File: config.mk
export PLATFORM = sky130hd
export DESIGN_NAME = ckdiv_gen
export DESIGN_NICKNAME = d
export VERILOG_FILES = /design/src/rtl/ckdiv_pkg.sv /design/src/rtl/ckdiv_rst_sync.sv /design/src/rtl/ckdiv_cfg_reg.sv /design/src/rtl/ckdiv_ratio_lut.sv /design/src/rtl/ckdiv_strobe.sv /design/src/rtl/ckdiv_gen.sv
export SDC_FILE = /design/constraint.sdc
export NUM_CORES = 1
export LEC_CHECK = 0
export ABC_AREA = 1
export BUFFER_PORTS_ARGS = -buffer_cell sky130_fd_sc_hd__buf_2
export CAP_MARGIN = 20
export CORE_UTILIZATION = 52
export DETAILED_ROUTE_END_ITERATION = 10
export PLACE_DENSITY = 0.81
export SYNTH_ARGS = -nofsm -noshare
export SYNTH_HDL_FRONTEND = slang
export SYNTH_SLANG_ARGS = --single-unit
File: constraint.sdc
create_clock -name clk -period 2.1 [get_ports clk]
set_input_delay 0.42 -clock clk [delete_from_list [all_inputs] [get_ports clk]]
set_output_delay 0.42 -clock clk [all_outputs]
set_load 0.03 [all_outputs]
File: src/rtl/ckdiv_pkg.sv
package ckdiv_pkg;

  // Width of one divider code field; tables below cover 2**CODE_W codes.
  localparam int CODE_W  = 3;
  localparam int NUM_DOM = 3;
  localparam int CFG_W   = CODE_W * NUM_DOM;
  // Largest ratio is 8, so a countdown of ratio-1 fits in CNT_W bits.
  localparam int CNT_W   = 3;
  localparam int RATIO_W = CNT_W + 1;

  typedef enum logic [1:0] {
    DOM_CPU = 2'd0,
    DOM_BUS = 2'd1,
    DOM_PER = 2'd2
  } dom_e;

  typedef enum logic {
    TBL_CORE   = 1'b0,
    TBL_PERIPH = 1'b1
  } tbl_e;

  // Ratio table shared by the CPU and bus fields.
  function automatic logic [RATIO_W-1:0] core_ratio(input logic [CODE_W-1:0] code);
    logic [RATIO_W-1:0] r;
    case (code)
      3'd0:    r = 4'd1;
      3'd1:    r = 4'd2;
      3'd2:    r = 4'd3;
      3'd3:    r = 4'd4;
      3'd4:    r = 4'd5;
      default: r = 4'd8;
    endcase
    return r;
  endfunction

  // Ratio table of the peripheral field.
  function automatic logic [RATIO_W-1:0] periph_ratio(input logic [CODE_W-1:0] code);
    logic [RATIO_W-1:0] r;
    case (code)
      3'd0:    r = 4'd2;
      3'd1:    r = 4'd3;
      3'd2:    r = 4'd4;
      3'd3:    r = 4'd6;
      default: r = 4'd8;
    endcase
    return r;
  endfunction

endpackage

File: src/rtl/ckdiv_rst_sync.sv
module ckdiv_rst_sync #(
  parameter int STAGES = 2
) (
  input  logic clk,
  input  logic rst_n,
  output logic rst_sync_n
);

  logic [STAGES-1:0] chain_q;
  logic [STAGES-1:0] chain_d;

  generate
    if (STAGES == 1) begin : g_one
      always_comb chain_d = 1'b1;
    end else begin : g_many
      always_comb chain_d = {chain_q[STAGES-2:0], 1'b1};
    end
  endgenerate

  always_ff @(posedge clk or negedge rst_n) begin
    if (!rst_n) chain_q <= '0;
    else        chain_q <= chain_d;
  end

  assign rst_sync_n = chain_q[STAGES-1];

endmodule

File: src/rtl/ckdiv_cfg_reg.sv
module ckdiv_cfg_reg
  import ckdiv_pkg::*;
(
  input  logic             clk,
  input  logic             rst_n,
  input  logic             wr_en,
  input  logic [CFG_W-1:0] wdata,
  output logic [CFG_W-1:0] cfg,
  output logic             upd
);

  logic [CFG_W-1:0] cfg_q, cfg_d;
  logic             upd_q, upd_d;

  always_comb begin
    cfg_d = cfg_q;
    if (wr_en) cfg_d = wdata;
    upd_d = wr_en;
  end

  always_ff @(posedge clk or negedge rst_n) begin
    if (!rst_n) begin
      cfg_q <= '0;
      upd_q <= 1'b0;
    end else begin
      cfg_q <= cfg_d;
      upd_q <= upd_d;
    end
  end

  assign cfg = cfg_q;
  assign upd = upd_q;

endmodule

File: src/rtl/ckdiv_ratio_lut.sv
module ckdiv_ratio_lut
  import ckdiv_pkg::*;
#(
  parameter tbl_e TBL = TBL_CORE
) (
  input  logic [CODE_W-1:0]  code,
  output logic [RATIO_W-1:0] ratio
);

  generate
    if (TBL == TBL_PERIPH) begin : g_periph
      always_comb ratio = periph_ratio(code);
    end else begin : g_core
      always_comb ratio = core_ratio(code);
    end
  endgenerate

endmodule

File: src/rtl/ckdiv_strobe.sv
module ckdiv_strobe
  import ckdiv_pkg::*;
(
  input  logic               clk,
  input  logic               rst_n,
  input  logic               run,
  input  logic [RATIO_W-1:0] ratio,
  output logic               ce
);

  logic [CNT_W-1:0]   cnt_q, cnt_d;
  logic [RATIO_W-1:0] reload;
  logic               at_edge;

  // Pulse cycle: count is zero. Reload samples the ratio only here.
  always_comb begin
    at_edge = (cnt_q == '0);
    reload  = ratio - 1'b1;
    cnt_d   = cnt_q;
    if (run) begin
      if (at_edge) cnt_d = reload[CNT_W-1:0];
      else         cnt_d = cnt_q - 1'b1;
    end
  end

  always_ff @(posedge clk or negedge rst_n) begin
    if (!rst_n) cnt_q <= '0;
    else        cnt_q <= cnt_d;
  end

  assign ce = run & at_edge;

endmodule

File: src/rtl/ckdiv_gen.sv
module ckdiv_gen
  import ckdiv_pkg::*;
#(
  parameter int SYNC_STAGES = 2
) (
  input  logic               clk,
  input  logic               rst_n,
  input  logic               cfg_wr,
  input  logic [CFG_W-1:0]   cfg_wdata,
  output logic [CFG_W-1:0]   cfg_rdata,
  output logic [NUM_DOM-1:0] dom_ce,
  output logic               rate_upd
);

  logic             rst_sync_n;
  logic [CFG_W-1:0] cfg_q;

  ckdiv_rst_sync #(.STAGES(SYNC_STAGES)) u_rst (
    .clk        (clk),
    .rst_n      (rst_n),
    .rst_sync_n (rst_sync_n)
  );

  ckdiv_cfg_reg u_cfg (
    .clk   (clk),
    .rst_n (rst_sync_n),
    .wr_en (cfg_wr),
    .wdata (cfg_wdata),
    .cfg   (cfg_q),
    .upd   (rate_upd)
  );

  // Domain d takes its code from the field counted down from the top bits:
  // CPU 8:6, bus 5:3, peripheral 2:0.
  generate
    for (genvar d = 0; d < NUM_DOM; d++) begin : g_dom
      localparam tbl_e DTBL = (d == int'(DOM_PER)) ? TBL_PERIPH : TBL_CORE;
      logic [CODE_W-1:0]  code;
      logic [RATIO_W-1:0] ratio;

      assign code = cfg_q[(NUM_DOM-1-d)*CODE_W +: CODE_W];

      ckdiv_ratio_lut #(.TBL(DTBL)) u_lut (
        .code  (code),
        .ratio (ratio)
      );

      ckdiv_strobe u_stb (
        .clk   (clk),
        .rst_n (rst_sync_n),
        .run   (rst_sync_n),
        .ratio (ratio),
        .ce    (dom_ce[d])
      );
    end
  endgenerate

  assign cfg_rdata = cfg_q;

endmodule

==> results.cfg, run 1 <==
[status]
status = finished clean

[routing]
vias_per_cell = 4.98
drt-initial-drc-count = 14
ant_nets = 0
totalWireLength_um = 1860
wl_per_cell_um = 10.5
drc_errors = 0
num_vias = 881
dr.pass1.iters = 4

[critical_path]
crit_path_max_incr_delay_ns = 0.42
cp-start-kind = flop
cp_slowest_cell = dfrtp_1
end_kind = primary output
cp.arrival_ns = 1.31
reg2regPathDepth = 6
r2r_end = g_dom[0].u_stb.cnt_q[1]
ff2ff_setup_slack_ns = 0.68
crit_chain = nor2_1 -> nand2_2 -> nor2_8 -> buf_2
critical_path.max_fanout = 3
critPathKind = flop to primary output
cp.required_ns = 1.68
r2r_start = g_dom[0].u_stb.cnt_q[1]
crit_end = dom_ce[0]
critPathLaunch = g_dom[0].u_stb.cnt_q[1]

[logic_synthesis]
yosys-top-cells-area = dfrtp_1, nand2_1, inv_1, o21ai_0, mux2_2
synthMostInstantiatedCell = nand2_1
synthTopCellsByCount = nand2_1, dfrtp_1, inv_1
synth_edf_count = 0
synth-async-reset-ratio = 1.00
synth_seq_area_share = 0.490
yosys.area.top_type = dfrtp_1
synth_cells = 126
ys_types = 21
synthesis.nets = 141
ys_warn_count = 0
ys_ff_latch = 21
synth-main-ff-cell = dfrtp_1
synth_area_um2 = 1070
synth.top_cell.area_share = 0.490
avgSynthCellArea_um2 = 8.52

[place]
gp_congestion = 0.806
dp_hpwl_um = 1410
port_buffers = 24
place_ws_ns = 0.690
dp.cells = 172
dpl-instance-area_um2 = 1180

[power_and_ir_drop]
pwr-share-seq = 0.462
power.share.combinational = 0.377
leakagePower_nw = 0.668
pwr-share-clk = 0.161
power.internal_mw = 0.743
ir_worst_vdd_mv = 0.692
switchingPower_mw = 0.502
power.density_nw_per_um2 = 1020
swShare = 0.403

[layout]
syn2layout_area_growth_pct = 14.1
design_area_um2 = 1220
antenna_cells = 0
fillers = 173
post-route-util = 0.631
fin_cells = 177
final_nets = 166
drive_above_1_share = 0.267

[die]
coreArea_um2 = 1940
io_pins = 25
die_w_um = 47.4
die_y_um = 47.4
num_rows = 16
dieArea_um2 = 2250
start_util = 0.553

[timing]
fin_crit_ns = 1.73
report.final.slew_viol_count = 0
tns_ns = 0
clock_skew_ns = 0.00123
rsz0062_at_grt = false
setup_viol = 0
layout_setup_ws_ns = 0.368
post-route-period-util = 0.825
timing.fmax_ghz = 0.577
hold_violations = 0

[clocking]
clock_path_buffers = 2
h-tree-depth = 1
clk_pin_slew_worst_paths_ns = 0.12
tritoncts = done
cts-root-buf = clkbuf_4
clk_latency_ns = 0.31
cts_buffers = 3
cts_sinks = 21
cts_resized = 0

[global_route]
antenna_found_initial = 0
first_global_vias = 809
grt_pass1_wl_um = 3130
groute.usage.overall = 0.204
overflow = 0
grt_max_degree = 28

[job]
max-cap-violations = 0

[hold_path]
min_path_type = input pin to flop
whs_path_depth = 3
-- power by group through the flow --
stage          registers (mW)  logic (mW)  clock network (mW)
3_5_place_dp            0.584       0.472                   0
5_1_grt                 0.590       0.537               0.226
6_report                0.575       0.469               0.201
4_1_cts                 0.576       0.475               0.210
2_1_floorplan           0.606       0.353                   0
3_3_place_gp            0.579       0.449                   0
-- kinds of logic after synthesis --
logic type,Yosys count,synth area share
other cells,1,0.00349
compound gates,20,0.0944
mux,4,0.0420
fa+ha+maj,3,0.0350
flops,21,0.490
buf+inv,23,0.108
simple gates,54,0.227
-- worst min path at each step --
stage | from | endpoint | slack (ns)
detailed placement | rst_n | u_rst.chain_q[1] | 0.21
CTS | cfg_wdata[8] | u_cfg.cfg[8] | 0.30
floorplan | rst_n | u_rst.chain_q[0] | 0.12
global placement | rst_n | u_rst.chain_q[0] | 0.21
finish | cfg_wdata[1] | u_cfg.cfg[1] | 0.31
global route | cfg_wdata[0] | u_cfg.cfg[0] | 0.30
-- layer usage --
layer | vias up | part of all wire | GRT usage
met5 | - | 0 | 0
met4 | 0 | 0.020 | 0.114
met3 | 5 | 0.042 | 0.0453
met2 | 23 | 0.49 | 0.345
met1 | 408 | 0.45 | 0.240
li1 | 445 | - | -
-- metrics by stage --
stage                     power (mW)  hold slack [ns]
final                           1.25            0.314
after CTS                       1.26            0.303
after global routing            1.35            0.302
after global placement          1.03            0.206
after detailed placement        1.06            0.207
after floorplan                0.960            0.124
-- cell usage in the layout (no fill, tap or decap), types with 3 or more instances in the layout --
master	count
nor2_1	7
buf_2	24
nand2_1	32
a21oi_1	8
mux2_2	4
inv_1	15
o21ai_0	11
dfrtp_1	21
nand3_1	7
ha_1	3
clkbuf_4	3
-- cell type report --
class	count	area [µm²]	area share
Timing Repair Buffer	26	138	0.112
Tap cell	27	33.8	0.0276
Clock buffer	3	22.5	0.0184
Sequential cell	21	526	0.429
Inverter	17	66.3	0.0541
Multi-Input combinational cell	82	432	0.352
Clock inverter	1	7.51	0.00613
-- sequential cells by signal (all words and copies together) (netlist names) --
name               count
g_dom.u_stb.cnt_q      9
u_rst.chain_q          2
u_cfg.upd              1
u_cfg.cfg              9
-- critical path, delay by kind of cell, from the launching register on --
family	cells	cell delay (ns)
buffers and inverters	1	0.19
flip-flops	1	0.42
AND/OR/NAND/NOR	3	0.38
-- timing repair --
item / 4_1_cts / 5_1_grt
endpoints found under the hold margin: 2 / 0
buffers inserted: 0 / 0
hold buffers: 1 / 0
setup endpoints to repair: 0 / 0
No activity file was read; power rests on OpenSTA's default activity.
==> run 2, diff against run 1 <==
--- a/config.mk
+++ b/config.mk
@@ -5,12 +5,12 @@
 export SDC_FILE = /design/constraint.sdc
 export NUM_CORES = 1
 export LEC_CHECK = 0
-export ABC_AREA = 1
+export ABC_AREA = 0
 export BUFFER_PORTS_ARGS = -buffer_cell sky130_fd_sc_hd__buf_2
 export CAP_MARGIN = 20
-export CORE_UTILIZATION = 52
+export CORE_UTILIZATION = 51
 export DETAILED_ROUTE_END_ITERATION = 10
-export PLACE_DENSITY = 0.81
+export PLACE_DENSITY = 0.79
 export SYNTH_ARGS = -nofsm -noshare
 export SYNTH_HDL_FRONTEND = slang
 export SYNTH_SLANG_ARGS = --single-unit
==> constraint.sdc (replaced) <==
create_clock -name clk -period 1.8 [get_ports clk]
set_input_delay 0.36 -clock clk [delete_from_list [all_inputs] [get_ports clk]]
set_output_delay 0.36 -clock clk [all_outputs]
set_load 0.03 [all_outputs]
==> run 2 against run 1 <==
  * Clock power rose by 8%
  * Global-route usage is 1.2 points lower
  * Final cell count shrank 17%
  * Critical path depth up 3
  * Flip-flop and latch count unchanged
  * Worst hold slack got worse by 0.049 ns
  * Wire length up 2.6%
  * Combinational power rose by 18%
==> results.cfg, run 2 <==
[status]
status = finished clean

[logic_synthesis]
ys_types = 25
ys_ff_latch = 21
synth_fa_ha_area_frac = 0.0355
synth_xor_area_frac = 0.0166
synth-async-reset-ratio = 1.00
synth-main-ff-cell = dfrtp_1
yosys-top-cells-area = dfrtp_1, mux2_2, ha_1, buf_4, nor2_1
synth_area_um2 = 1060
synth_cells = 89
synthesis.nets = 104
synth-compound-area-share = 0.0948
muxShareOfSynthArea = 0.147
yosys.area_share.simple = 0.165
avgSynthCellArea_um2 = 11.9
synth.top_cell.area_share = 0.498
yosys.area.top_type = dfrtp_1
synthMostInstantiatedCell = dfrtp_1
synthTopCellsByCount = dfrtp_1, mux2_2, nor2_1
synth_seq_area_share = 0.498
synth_top_family_by_area = simple AND/OR/NAND/NOR gates
ys_warn_count = 0
synth_edf_count = 0

[clocking]
h-tree-depth = 1
clk_latency_ns = 0.29
clock_path_buffers = 2
tritoncts = done
cts_sinks = 21
cts-root-buf = clkbuf_4
cts_buffers = 3
clk_pin_slew_worst_paths_ns = 0.11

[place]
place_ws_ns = 0.00310
gp_congestion = 0.762
dp_hpwl_um = 1320
port_buffers = 24
dpl-instance-area_um2 = 1210

[routing]
num_vias = 811
dr.pass1.iters = 2
wl_per_cell_um = 13.0
drt-initial-drc-count = 5
drc_errors = 0
ant_nets = 0
vias_per_cell = 5.52
totalWireLength_um = 1910

[critical_path]
end_kind = flop
crit_chain = buf_4 -> xor2_1 -> a21oi_1 -> ha_2 -> nand2_1 -> o211a_1 -> a2111o_1
r2r_start = u_cfg.cfg[7]
r2r_end = g_dom[0].u_stb.cnt_q[2]
ff2ff_setup_slack_ns = 0.05
crit_path_max_incr_delay_ns = 0.43
reg2regPathDepth = 7
critical_path.max_fanout = 5
cp-start-kind = flop
cp_slowest_cell = dfrtp_1
critPathKind = flop to flop
cp.required_ns = 1.98
cp.arrival_ns = 1.93

[layout]
final_common_cell = buf_2
final_nets = 136
syn2layout_area_growth_pct = 24.1
drive_above_1_share = 0.475
final_cell_mix = buf_2, dfrtp_1, mux2_2, nor2_1, buf_4
post-route-util = 0.668
fillers = 171
design_area_um2 = 1310
antenna_cells = 0

[die]
start_util = 0.538
num_rows = 16
coreArea_um2 = 1960
io_pins = 25
dieArea_um2 = 2260
die_w_um = 47.5
die_y_um = 47.5

[power_and_ir_drop]
leakagePower_nw = 0.606
power.density_nw_per_um2 = 1200
ir_worst_vdd_mv = 0.618

[timing]
timing.fmax_ghz = 0.572
hold_violations = 0
fin_crit_ns = 1.75
post-route-period-util = 0.971
layout_setup_ws_ns = 0.0527
tns_ns = 0
rsz0062_at_grt = true
whs_ns = 0.266
report.final.slew_viol_count = 0
clock_skew_ns = 0.00289
setup_viol = 0

[global_route]
groute.usage.overall = 0.192
grt_pass1_wl_um = 2900
antenna_found_initial = 0
overflow = 0
grt_max_degree = 13
first_global_vias = 665

[hold_path]
min_path_type = flop to async pin

[job]
max-cap-violations = 0
==> run 2: stage by stage <==
stage          cells  total power, mW
4_1_cts          144             1.54
2_1_floorplan     89             1.16
5_1_grt          147             1.68
3_5_place_dp     138             1.29
3_3_place_gp     138             1.26
6_report         147             1.57
==> run 2: worst max-delay path by stage <==
stage | startpoint | to
6_report | u_cfg.cfg[7] | g_dom[0].u_stb.cnt_q[2]
5_1_grt | u_cfg.cfg[3] | g_dom[1].u_stb.cnt_q[2]
4_1_cts | g_dom[1].u_stb.cnt_q[1] | dom_ce[1]
3_5_place_dp | u_cfg.cfg[6] | g_dom[0].u_stb.cnt_q[2]
3_3_place_gp | u_cfg.cfg[5] | g_dom[1].u_stb.cnt_q[2]
2_1_floorplan | u_cfg.cfg[7] | g_dom[0].u_stb.cnt_q[2]
==> run 2: final cells by class <==
| class | count | area, µm² | share of cell area |
|---|---|---|---|
| Sequential cell | 21 | 532 | 0.406 |
| Multi-Input combinational cell | 61 | 524 | 0.400 |
| Timing Repair Buffer | 33 | 190 | 0.145 |
| Tap cell | 27 | 33.8 | 0.0258 |
| Clock buffer | 4 | 26.3 | 0.0201 |
| Inverter | 1 | 3.75 | 0.00287 |
==> run 2: critical path: cells and delay by family, from the launching register on <==
kind            cells  cell delay (ns)
flops               1             0.43
simple gates        1             0.07
xor+xnor            1             0.13
fa+ha+maj           1             0.20
buf+inv             1             0.16
compound gates      3             0.64
==> run 2: routing by layer <==
metal / global-route usage / vias up / share of wire
met2: 0.312 / 19 / 0.48
met1: 0.251 / 404 / 0.47
li1: - / 386 / -
met4: 0.0686 / 0 / 0.0079
met5: 0 / - / 0
met3: 0.0491 / 2 / 0.039
==> run 2: timing repair <==
action | in CTS | in global routing
buffers inserted | 1 | 3
gates resized for setup | 2 | 6
hold buffers | 1 | 0
setup endpoints to repair | 4 | 4
pin swaps | 0 | 1
hold endpoints to repair | 2 | 0
==> run 2: cell families after synthesis <==
family / count (synthesis)
AO/OA/AOI/OAI: 13
XOR/XNOR: 2
adder cells (fa/ha/maj): 3
buffers and inverters: 7
flip-flops: 21
multiplexers: 14
other: 1
AND/OR/NAND/NOR: 28
==> run 2: power by group <==
part	switching [mW]	internal, mW	leakage (nW)
Combinational	0.272	0.282	0.351
Sequential	0.194	0.602	0.240
Clock	0.131	0.0862	0.0150
==> run 3, diff against run 2 <==
==> constraint.sdc (replaced) <==
create_clock -name clk -period 1.8 [get_ports clk]
set_input_delay 0.36 -clock clk [delete_from_list [all_inputs] [get_ports clk]]
set_output_delay 0.36 -clock clk [all_outputs]
set_load 0.1 [all_outputs]
==> run 3 against run 2 <==
  * Sequential share of layout area is 1.2 points lower
  * Core utilization is 4.7 points higher
  * Flip-flop and latch count stayed put
  * Critical path type unchanged
  * Critical endpoint is now g_dom[1].u_stb.cnt_q[2]
  * Largest power group unchanged
==> results.cfg, run 3 (same netlist as run 2, synthesis figures left out) <==
[routing]
dr.pass1.iters = 3
ant_nets = 0
vias_per_cell = 5.39
wl_per_cell_um = 14.1
drc_errors = 0
drt-initial-drc-count = 9
totalWireLength_um = 2040
num_vias = 782

[place]
dp.cells = 137
dp_hpwl_um = 1480
port_buffers = 24
gp_congestion = 0.738

[global_route]
groute.usage.overall = 0.196
antenna_found_initial = 0
overflow = 0
grt_pass1_wl_um = 3060
first_global_vias = 721
grt_max_degree = 15

[clocking]
clk_latency_ns = 0.29
clock_path_buffers = 2
cts_buffers = 3
cts-root-buf = clkbuf_4
cts_sinks = 21
h-tree-depth = 1
tritoncts = done
clk_pin_slew_worst_paths_ns = 0.12

[die]
start_util = 0.538
die_y_um = 47.5
die_w_um = 47.5
coreArea_um2 = 1960
num_rows = 16
io_pins = 25
dieArea_um2 = 2260

[critical_path]
cp_slowest_cell = dfrtp_4
path_buf_inv = 0
critPathKind = flop to flop
r2r_start = u_cfg.cfg[5]
crit_path_max_incr_delay_ns = 0.53
reg2regPathDepth = 6
cp-start-kind = flop
ff2ff_setup_slack_ns = 0.04
r2r_end = g_dom[1].u_stb.cnt_q[2]
cp_top_family = compound AO/OA/AOI/OAI gates
cp.required_ns = 1.99
critical_path.max_fanout = 6
end_kind = flop
cp.arrival_ns = 1.94
crit_chain = a2111oi_4 -> nor2_2 -> ha_2 -> nand3b_1 -> nor2_1 -> a2111o_1

[layout]
fillers = 153
multiInputGateArea_um2 = 566
syn2layout_area_growth_pct = 32.8
final_nets = 134
antenna_cells = 0
fin_cells = 145
drive_above_1_share = 0.551
area.sequential_um2 = 553
final_cell_mix = buf_2, mux2_2, dfrtp_1, nor2_1, dfrtp_2
post-route-util = 0.715
final_common_cell = buf_2

[power_and_ir_drop]
ir_worst_vdd_mv = 0.917
leakagePower_nw = 0.610
power.density_nw_per_um2 = 1350

[timing]
setup_viol = 0
timing.fmax_ghz = 0.569
rsz0062_at_grt = true
report.final.slew_viol_count = 0
hold_violations = 0
post-route-period-util = 0.976
clock_skew_ns = 0.00469
fin_crit_ns = 1.76

[job]
max-cap-violations = 0

[status]
status = finished clean

[hold_path]
min_path_type = flop to async pin
[run 3: layer usage]
| layer | global-route usage | share of wire | routed length (µm) | vias to the layer above |
|---|---|---|---|---|
| met5 | 0 | 0 | 0 | - |
| met1 | 0.227 | 0.44 | 905 | 379 |
| met4 | 0.0800 | 0.016 | 33 | 0 |
| li1 | - | - | - | 381 |
| met3 | 0.0377 | 0.029 | 60 | 4 |
| met2 | 0.351 | 0.51 | 1040 | 18 |
[run 3: layout make-up]
class | instances | area share
Timing Repair Buffer | 31 | 0.157
Sequential cell | 21 | 0.394
Inverter | 1 | 0.00268
Multi-Input combinational cell | 61 | 0.403
Clock buffer | 4 | 0.0187
Tap cell | 27 | 0.0241
[run 3: report_power, final]
| part | total (mW) | internal [mW] | switching, mW |
|---|---|---|---|
| sequential | 0.859 | 0.614 | 0.245 |
| clock | 0.221 | 0.0861 | 0.135 |
| combinational | 0.818 | 0.351 | 0.467 |
[run 3: how the worst max path moves through the flow]
stage / endpoint / depth (start not counted) / startpoint / slack, ns
finish: g_dom[1].u_stb.cnt_q[2] / 6 / u_cfg.cfg[5] / 0.04
floorplan: g_dom[1].u_stb.cnt_q[2] / 6 / u_cfg.cfg[4] / -0.04
global placement: g_dom[1].u_stb.cnt_q[2] / 6 / u_cfg.cfg[4] / 0.09
global route: g_dom[1].u_stb.cnt_q[2] / 6 / u_cfg.cfg[4] / -0.04
CTS: dom_ce[0] / 2 / g_dom[0].u_stb.cnt_q[1] / 0.03
detailed placement: g_dom[1].u_stb.cnt_q[2] / 6 / u_cfg.cfg[4] / 0.06
[run 3: timing repair]
action                                  CTS  global route
hold buffers                              1             0
resized for setup                         3             3
setup buffers                             0             3
hold endpoints to repair                  2             0
pin swaps                                 0             4
endpoints found under the setup margin    2             4
[run 3: stage by stage]
step	TNS (ns)	instance area (µm²)	power (mW)	hold WS [ns]	worst slack, ns
final	0	1400	1.90	0.0841	0.0431
after floorplan	-0.0809	1130	1.42	0.0644	-0.0410
after CTS	0	1380	1.87	0.124	0.0275
after global placement	0	1310	1.56	0.119	0.0924
after global routing	-0.0687	1400	2.01	0.0932	-0.0389
after detailed placement	0	1310	1.60	0.114	0.0567
[run 3: worst register-to-register path: cells and delay by family, from the launching register on]
| family | cells | cell delay (ns) |
|---|---|---|
| compound gates | 2 | 0.72 |
| flops | 1 | 0.53 |
| simple gates | 3 | 0.22 |
| fa+ha+maj | 1 | 0.18 |
